### src/rtl/dlk_pkg.sv
package dlk_pkg;

  // Latency-mode encoding shared with the command pipeline.
  typedef enum logic {
    LAT_FALLBACK_1 = 1'b0,
    LAT_NORMAL_2P5 = 1'b1
  } lat_mode_e;

  localparam int unsigned DEF_LOCK_CYCLES = 2048;
  localparam int unsigned DEF_STALL_TICKS = 12;
  localparam int unsigned DEF_SYNC_STAGES = 2;

endpackage

### src/rtl/dlk_edge_sync.sv
// Brings the raw reference into the timebase domain and emits a
// single-cycle pulse for each rising edge.
module dlk_edge_sync #(
  parameter int unsigned SYNC_STAGES = 2
) (
  input  logic clk,
  input  logic rst_n,
  input  logic async_i,
  output logic rise_o
);

  logic [SYNC_STAGES-1:0] sync_q;
  logic                   prev_q;

  generate
    if (SYNC_STAGES == 1) begin : g_one
      always_ff @(posedge clk) begin
        if (!rst_n) sync_q <= '0;
        else        sync_q <= async_i;
      end
    end else begin : g_chain
      always_ff @(posedge clk) begin
        if (!rst_n) sync_q <= '0;
        else        sync_q <= {sync_q[SYNC_STAGES-2:0], async_i};
      end
    end
  endgenerate

  always_ff @(posedge clk) begin
    if (!rst_n) prev_q <= 1'b0;
    else        prev_q <= sync_q[SYNC_STAGES-1];
  end

  assign rise_o = sync_q[SYNC_STAGES-1] & ~prev_q;

endmodule

### src/rtl/dlk_stall_timer.sv
// Counts timebase ticks since the last reference edge; saturates at the
// limit. An edge in the limit cycle takes priority over the stall.
module dlk_stall_timer #(
  parameter int unsigned STALL_TICKS = 12,
  localparam int unsigned GAP_W = $clog2(STALL_TICKS + 1)
) (
  input  logic             clk,
  input  logic             rst_n,
  input  logic             edge_i,
  output logic             stall_o,
  output logic [GAP_W-1:0] gap_o
);

  localparam logic [GAP_W-1:0] GAP_MAX = GAP_W'(STALL_TICKS);

  logic [GAP_W-1:0] gap_q;

  always_ff @(posedge clk) begin
    if (!rst_n)              gap_q <= '0;
    else if (edge_i)         gap_q <= '0;
    else if (gap_q != GAP_MAX) gap_q <= gap_q + 1'b1;
  end

  assign stall_o = (gap_q == GAP_MAX) && !edge_i;
  assign gap_o   = gap_q;

endmodule

### src/rtl/dlk_lock_counter.sv
// Tallies stable reference edges; declares lock at the target count.
module dlk_lock_counter #(
  parameter int unsigned LOCK_CYCLES = 2048,
  localparam int unsigned CNT_W = $clog2(LOCK_CYCLES + 1)
) (
  input  logic             clk,
  input  logic             rst_n,
  input  logic             enable_i,
  input  logic             stall_i,
  input  logic             edge_i,
  output logic             locked_o,
  output logic [CNT_W-1:0] count_o
);

  localparam logic [CNT_W-1:0] LAST_BEFORE = CNT_W'(LOCK_CYCLES - 1);

  logic [CNT_W-1:0] cnt_q;
  logic             lock_q;

  always_ff @(posedge clk) begin
    if (!rst_n) begin
      cnt_q  <= '0;
      lock_q <= 1'b0;
    end else if (!enable_i || stall_i) begin
      cnt_q  <= '0;
      lock_q <= 1'b0;
    end else if (edge_i && !lock_q) begin
      cnt_q <= cnt_q + 1'b1;
      if (cnt_q == LAST_BEFORE) lock_q <= 1'b1;
    end
  end

  assign locked_o = lock_q;
  assign count_o  = cnt_q;

endmodule

### src/rtl/dlk_startup_ctrl.sv
module dlk_startup_ctrl
  import dlk_pkg::*;
#(
  parameter int unsigned LOCK_CYCLES = DEF_LOCK_CYCLES,
  parameter int unsigned STALL_TICKS = DEF_STALL_TICKS,
  parameter int unsigned SYNC_STAGES = DEF_SYNC_STAGES,
  localparam int unsigned CNT_W = $clog2(LOCK_CYCLES + 1),
  localparam int unsigned GAP_W = $clog2(STALL_TICKS + 1)
) (
  input  logic clk,
  input  logic rst_n,
  input  logic ref_clk_i,
  input  logic loop_en_i,
  output logic locked_o,
  output logic lat_mode_o
);

  logic             ref_rise;
  logic             stall_det;
  logic             lock_q;
  logic [CNT_W-1:0] lock_cnt;
  logic [GAP_W-1:0] gap_cnt;

  dlk_edge_sync #(.SYNC_STAGES(SYNC_STAGES)) u_sync (
    .clk     (clk),
    .rst_n   (rst_n),
    .async_i (ref_clk_i),
    .rise_o  (ref_rise)
  );

  dlk_stall_timer #(.STALL_TICKS(STALL_TICKS)) u_gap (
    .clk     (clk),
    .rst_n   (rst_n),
    .edge_i  (ref_rise),
    .stall_o (stall_det),
    .gap_o   (gap_cnt)
  );

  dlk_lock_counter #(.LOCK_CYCLES(LOCK_CYCLES)) u_lock (
    .clk      (clk),
    .rst_n    (rst_n),
    .enable_i (loop_en_i),
    .stall_i  (stall_det),
    .edge_i   (ref_rise),
    .locked_o (lock_q),
    .count_o  (lock_cnt)
  );

  // The pin acts at once on both outputs; the registered state catches up
  // on the next timebase edge.
  assign locked_o   = lock_q & loop_en_i;
  assign lat_mode_o = loop_en_i ? LAT_NORMAL_2P5 : LAT_FALLBACK_1;

endmodule

### config.mk
export PLATFORM = sky130hd
export DESIGN_NAME = dlk_startup_ctrl
export DESIGN_NICKNAME = d
export VERILOG_FILES = /design/src/rtl/dlk_pkg.sv /design/src/rtl/dlk_edge_sync.sv /design/src/rtl/dlk_stall_timer.sv /design/src/rtl/dlk_lock_counter.sv /design/src/rtl/dlk_startup_ctrl.sv
export SDC_FILE = /design/constraint.sdc
export NUM_CORES = 1
export LEC_CHECK = 0
export ABC_AREA = 1
export BUFFER_PORTS_ARGS = -buffer_cell sky130_fd_sc_hd__buf_2
export CELL_PAD_IN_SITES_DETAIL_PLACEMENT = 1
export CELL_PAD_IN_SITES_GLOBAL_PLACEMENT = 1
export CORE_MARGIN = 8
export CORE_UTILIZATION = 37
export DETAILED_ROUTE_END_ITERATION = 10
export PLACE_DENSITY_LB_ADDON = 0.1
export SLEW_MARGIN = 20
export SYNTH_ARGS = -nofsm -noshare
export SYNTH_HDL_FRONTEND = slang
export SYNTH_SLANG_ARGS = --single-unit
export TNS_END_PERCENT = 10
### constraint.sdc
create_clock -name clk -period 1.2 [get_ports clk]
set_input_delay 0.18 -clock clk [delete_from_list [all_inputs] [get_ports clk]]
set_output_delay 0.18 -clock clk [all_outputs]
set_load 0.05 [all_outputs]
==> results of run 1 <==
registers in the layout (all words and copies together), names as in the netlist:
name and flops:
u_lock.count_o 12, u_sync.sync_q 2, u_sync.prev_q 1, u_lock.locked_o 1
u_gap.gap_o 4
cells by family after synthesis:
logic type,Yosys count
xor+xnor,3
compound gates,6
flops,20
buf+inv,36
simple gates,85
fa+ha+maj,3
repair_timing:
item | CTS | global route
setup endpoints to repair | 12 | 14
hold buffers | 0 | 0
resized for setup | 6 | 6
pin swaps | 4 | 0
where the power goes:
part	switching [mW]	internal (mW)	leakage (nW)	total, mW
registers	0.00994	0.679	0.164	0.688
clock network	0.218	0.185	0.0210	0.404
logic	0.0649	0.0532	0.355	0.118
total	0.293	0.917	0.540	1.21
final cells by class:
| cell class | count | area share |
|---|---|---|
| multi-input combinational | 97 | 0.434 |
| clock buffer | 4 | 0.0295 |
| sequential | 20 | 0.330 |
| inverter | 34 | 0.104 |
| timing repair buffer | 12 | 0.0711 |
| tap | 31 | 0.0315 |
how the worst max path moves through the flow:
stage | startpoint | end | slack [ps] | depth (start not counted)
floorplan | u_gap.gap_o[0] | u_lock.count_o[11] | 3 | 8
global placement | u_gap.gap_o[1] | u_lock.count_o[9] | -7 | 8
detailed placement | u_gap.gap_o[1] | u_lock.count_o[9] | -40 | 8
CTS | u_gap.gap_o[0] | u_lock.count_o[10] | -9 | 8
global route | u_gap.gap_o[1] | u_lock.count_o[10] | -80 | 8
finish | u_gap.gap_o[0] | u_lock.count_o[10] | 20 | 8
critical path: cells and delay by family, from the launching register on:
| kind | cells | cell delay, ps |
|---|---|---|
| simple gates | 5 | 430 |
| flops | 1 | 350 |
| fa+ha+maj | 1 | 160 |
| buf+inv | 2 | 190 |
cell usage after synthesis:
master	number
nand3_2	1
nor2_4	2
nor2_2	1
nand3_1	12
ha_1	3
nand2_1	39
buf_6	1
o21ai_0	2
nor2_1	22
inv_1	34
dfxtp_1	20
xnor2_1	3
a21oi_1	3
a211oi_1	1
nor3_4	1
buf_4	1
nor3_1	4
nand4_1	3
per-layer routing:
layer  wire, um  up-vias
met1       1040      426
met4         46        0
met2       1040       10
met5          0        -
li1           -      490
met3         52        4
metrics by stage:
stage / setup TNS [ps] / power [mW] / std cells / instance area, sq um
floorplan: 0 / 0.780 / 153 / 1060
global placement: -12.1 / 0.811 / 194 / 1160
detailed placement: -217 / 0.819 / 194 / 1160
CTS: -14.3 / 1.24 / 198 / 1220
global route: -697 / 1.26 / 198 / 1230
finish: 0 / 1.21 / 198 / 1230
==> impl_metrics.tcl, run 1 <==
set metrics [dict create \
    rr_startpoint "u_gap.gap_o[0]" \
    gp_congestion 0.774 \
    grt_start_max_net_pins 12 \
    final-max-slew-violation-count 0 \
    place_ws_ps -37.7 \
    worst_pin_slew_ps 290 \
    muxShareOfSynthArea 0 \
    final_cell_mix "38 x nand2_1, 32 x inv_1, 19 x nor2_1, 15 x dfxtp_1, 11 x nand3_1" \
    final-seq-area_sq_um 407 \
    cts_sinks 20 \
    crit_arrival_ps 1440 \
    drt_iter0_drc 30 \
    cp_slowest_cell "dfxtp_2" \
    synth_top_area_frac 0.390 \
    fillers 355 \
    ant_nets 0 \
    r2r.worst_path.cells 8 \
    critPathMaxFanout 6 \
    cts_inserted_buffers 3 \
    cts_tree "yes" \
    r2r_setup_slack_ps 20 \
    power.leakage_nw 0.540 \
    setup_violations 0 \
    multi_input_area_sq_um 534 \
    synth_fa_ha_area_frac 0.0366 \
    synth-xor-area-share 0.0256 \
    hold_depth 3 \
    use_met1 0.139 \
    wl_mm 2.17 \
    synthTopCellsByArea "dfxtp_1 39%, nand2_1 14%, inv_1 12%" \
    post-cts-setup-buffers 0 \
    max_cap_violations 0 \
    setup.worst_path.class "flop to flop" \
    synth_compound_area_frac 0.0317 \
    ys_seq_elements 20 \
    use_met2 0.195 \
    synthesis.nets 160 \
    diodes 0 \
    drive_above_1_share 0.216 \
    final_common_cell "nand2_1" \
    final_nets 175 \
    fin_crit_sh 0.984 \
    synth_top_family_by_area "simple AND/OR/NAND/NOR gates" \
    synth_seq_area_share 0.390 \
    antenna_found_initial 0 \
    area_growth_pct 20.0 \
    ios 6 \
    dp_hpwl_mm 1.74 \
    num_rows 19 \
    die_x_um 68.7 \
    clkTransAtPathRegs_ps 120 \
    max_slew_margin 0.806 \
    clkLatencyLatePin_ps 310 \
    wl_per_cell_um 11.0 \
    avgSynthCellArea_sq_um 6.71 \
    busiest_layer "met2" \
    worstSetupStartpointType "flop" \
    htree_levels 1 \
    crit_required_ps 1460 \
    grt_pass1_wl_mm 4.16 \
    power.density_nw_per_um2 983 \
    end_kind "flop" \
    r2r_end "u_lock.count_o[10]" \
    hold_class "input pin to flop" \
    root_buffer "clkbuf_4" \
    chipHeight_um 68.7 \
    finalCriticalPeriod_ps 1180 \
    synth_warnings 0 \
    initial_core_util 0.382 \
    hp-start "ref_clk_i" \
    vias_per_cell 4.70 \
    outcome "finished clean" \
    yosysUniqueCellTypes 18 \
    fin_util 0.458 \
    die-area_sq_um 4710 \
    gr-usage-met3 0.0242 \
    firstDrtPassIters 4 \
    cts_max_path_buffers 2 \
    worst_slack_ps 19.7 \
    crit_path_cell_trace "inv_2 -> ha_4 -> nand3_4 -> nor2_4 -> nor3_4 -> buf_6 -> nand2_1 -> nor2_1" \
    yosys.area_share.simple 0.373 \
    syn_area_sq_um 1030 \
    synth_area_leader_cell "dfxtp_1" \
    route.detailed.drc 0 \
    grt_pass1_vias 985 \
    fin_skew_ps 3.34 \
    fp.coreArea_sq_um 2690 \
    globalRouteTotalUtil 0.116 \
    cp_slowest_stage_delay_ps 350 \
    ir_drop_v 0.000598 \
    via_count 930 \
    rsz0062_at_grt "yes" \
    hold_viol 0 \
    worstHoldEndpoint "u_sync.sync_q[0]" \
    holdWs_ps 45.3 \
    io_buffers 5 \
    synthCells 153 \
    fmax_mhz 847 \
    grt-ovfl-total 0 \
]
No activity file was read; power rests on OpenSTA's default activity.
==> inputs of run 2 (changes only) <==
--- a/config.mk
+++ b/config.mk
@@ -10,11 +10,13 @@
 export CELL_PAD_IN_SITES_DETAIL_PLACEMENT = 1
 export CELL_PAD_IN_SITES_GLOBAL_PLACEMENT = 1
 export CORE_MARGIN = 8
-export CORE_UTILIZATION = 37
+export CORE_UTILIZATION = 40
+export CTS_BUF_LIST = sky130_fd_sc_hd__clkbuf_4
 export DETAILED_ROUTE_END_ITERATION = 10
 export PLACE_DENSITY_LB_ADDON = 0.1
 export SLEW_MARGIN = 20
 export SYNTH_ARGS = -nofsm -noshare
 export SYNTH_HDL_FRONTEND = slang
+export SYNTH_HIERARCHICAL = 1
 export SYNTH_SLANG_ARGS = --single-unit
 export TNS_END_PERCENT = 10
==> run 2 against run 1 <==
  * The run now ends with negative setup slack left
  * Fmax down 4.6%
  * Clock-buffer cell count down 1
  * Routed wire length up 20%
  * Worst setup slack worse by 57 ps
  * Critical path depth up 1
  * Non-clock buffer count up 4
  * Final cell count up 3.0%
  * Clock power down 21%
  * Critical path type unchanged
==> impl_metrics.tcl, run 2 <==
set metrics [dict create \
    final-max-slew-violation-count 0 \
    final_cell_mix "39 x nand2_1, 24 x nor2_1, 22 x inv_1, 14 x dfxtp_1, 11 x buf_4" \
    power.leakage_nw 0.530 \
    violations "negative setup slack" \
    wl_per_cell_um 12.8 \
    place_ws_ps -114 \
    synth_top_area_frac 0.386 \
    syn_area_sq_um 1040 \
    grt_start_max_net_pins 11 \
    area_growth_pct 21.8 \
    setup.worst_path.class "flop to flop" \
    worst_slack_ps -36.9 \
    power.density_nw_per_um2 909 \
    ant_nets 0 \
    antenna_found_initial 0 \
    cts_tree "yes" \
    async_flop_share 0 \
    grt_pass1_wl_mm 4.57 \
    drive_above_1_share 0.316 \
    yosysUniqueCellTypes 19 \
    clkLatencyLatePin_ps 300 \
    root_buffer "clkbuf_4" \
    synth_common_cells "39 x nand2_1, 27 x nor2_1, 26 x inv_1" \
    outcome "finished, violations left" \
    crit_required_ps 1400 \
    final_common_cell "nand2_1" \
    io_buffers 5 \
    cp_slowest_stage_delay_ps 350 \
    setup_violations 3 \
    vias_per_cell 4.84 \
    wl_mm 2.62 \
    grt_pass1_vias 1038 \
    fin_crit_sh 1.03 \
    holdWs_ps 59.4 \
    grt-ovfl-total 0 \
    cts_max_path_buffers 2 \
    avgSynthCellArea_sq_um 6.61 \
    hold_class "input pin to flop" \
    synth_seq_area_share 0.386 \
    diodes 0 \
    worstSetupStartpointType "flop" \
    crit_path_cell_trace "inv_2 -> nor2_4 -> inv_2 -> nor2_4 -> nand3_2 -> nor2_2 -> nand2_1 -> nand2_1 -> nor2_1" \
    fmax_mhz 808 \
    ios 6 \
    largest_reg_flops 12 \
    synthTopCellsByArea "dfxtp_1 39%, nand2_1 14%, nor2_1 9.8%" \
    htree_levels 1 \
    chipHeight_um 66.9 \
    end_kind "flop" \
    cts_sinks 20 \
    via_count 987 \
    synth_warnings 6 \
    drt_iter0_drc 40 \
    fin_skew_ps 5.08 \
    synth_ff_type "dfxtp_1" \
    synth_area_leader_cell "dfxtp_1" \
    initial_core_util 0.419 \
    globalRouteTotalUtil 0.130 \
    cts_hold_buffers 0 \
    synthCells 157 \
    ir_drop_v 0.000473 \
    hold_viol 0 \
    max_cap_violations 0 \
    clkTransAtPathRegs_ps 110 \
    final_nets 183 \
    fp.coreArea_sq_um 2480 \
    hold_depth 3 \
    rsz0062_at_grt "yes" \
    synth_enable_flop_cells 0 \
    die_x_um 66.9 \
    power.total_mw 1.15 \
    cp_slowest_cell "dfxtp_2" \
    r2r.worst_path.cells 9 \
    firstDrtPassIters 4 \
    cts_inserted_buffers 3 \
    die-area_sq_um 4480 \
    synthesis.nets 164 \
    finalCriticalPeriod_ps 1240 \
    dp_hpwl_mm 1.96 \
    gp_congestion 0.871 \
    route.detailed.drc 0 \
    synthMostInstantiatedCell "nand2_1" \
    ys_seq_elements 20 \
    critPathMaxFanout 5 \
    max_slew_margin 0.798 \
    worst_pin_slew_ps 301 \
    crit_arrival_ps 1440 \
    num_rows 18 \
    setup_tns_ps -63.2 \
]
-- run 2: changes by cell type after synthesis, sizes merged, moves of 3 or more --
cell and change:
inv -5, xnor2 -3, nor3 -4, nor2 +10
o21ai +3
-- run 2: final cells by class --
class	count	area [sq um]
Inverter	29	111
Sequential cell	20	408
Timing Repair Buffer	16	114
Clock buffer	3	22.5
Multi-Input combinational cell	106	571
Fill cell	342	1210
Tap cell	30	37.5
-- run 2: layer usage --
metal,up-vias,GRT usage,share of wire
met3,2,0.0235,0.032
met4,0,0.0470,0.0057
li1,512,-,-
met5,-,0,0
met1,460,0.169,0.50
met2,13,0.209,0.46
-- run 2: final timing paths --
kind	slack, ps	from	endpoint
hold / removal	60	ref_clk_i	u_sync/sync_q[0]
setup / recovery	-40	u_sync/sync_q[1]	u_lock/count_o[5]
setup reg to reg	-40	u_sync/sync_q[1]	u_lock/count_o[5]
hold reg to reg	420	u_sync/sync_q[0]	u_sync/sync_q[1]
-- run 2: power breakdown --
| part | total, mW | leakage [nW] | switching (mW) | internal [mW] |
|---|---|---|---|---|
| logic | 0.140 | 0.351 | 0.0784 | 0.0619 |
| clock network | 0.321 | 0.0138 | 0.204 | 0.117 |
| registers | 0.688 | 0.165 | 0.00888 | 0.679 |
-- run 2: what timing repair did --
item,4_1_cts,5_1_grt
gates cloned,1,0
pin swaps,4,4
endpoints found under the setup margin,13,14
setup buffers,0,2
resized for setup,16,11
-- run 2: kinds of logic after synthesis --
group	share of synthesized area
adders and majority gates	0.0362
AOI/OAI and AO/OA	0.0482
buffers and inverters	0.117
and+or+nand+nor	0.413
DFF	0.386
-- run 2: through the flow --
stage,utilization,instance area [sq um],std cells
6_report,0.510,1260,204
5_1_grt,0.510,1260,204
4_1_cts,0.495,1230,202
3_5_place_dp,0.465,1150,198
3_3_place_gp,0.465,1150,198
2_1_floorplan,-,1040,157
-- run 2: critical path: cells and delay by family (launching register included) --
kind / cells / cell delay (ps)
buffers and inverters: 2 / 100
DFF: 1 / 350
and+or+nand+nor: 7 / 700
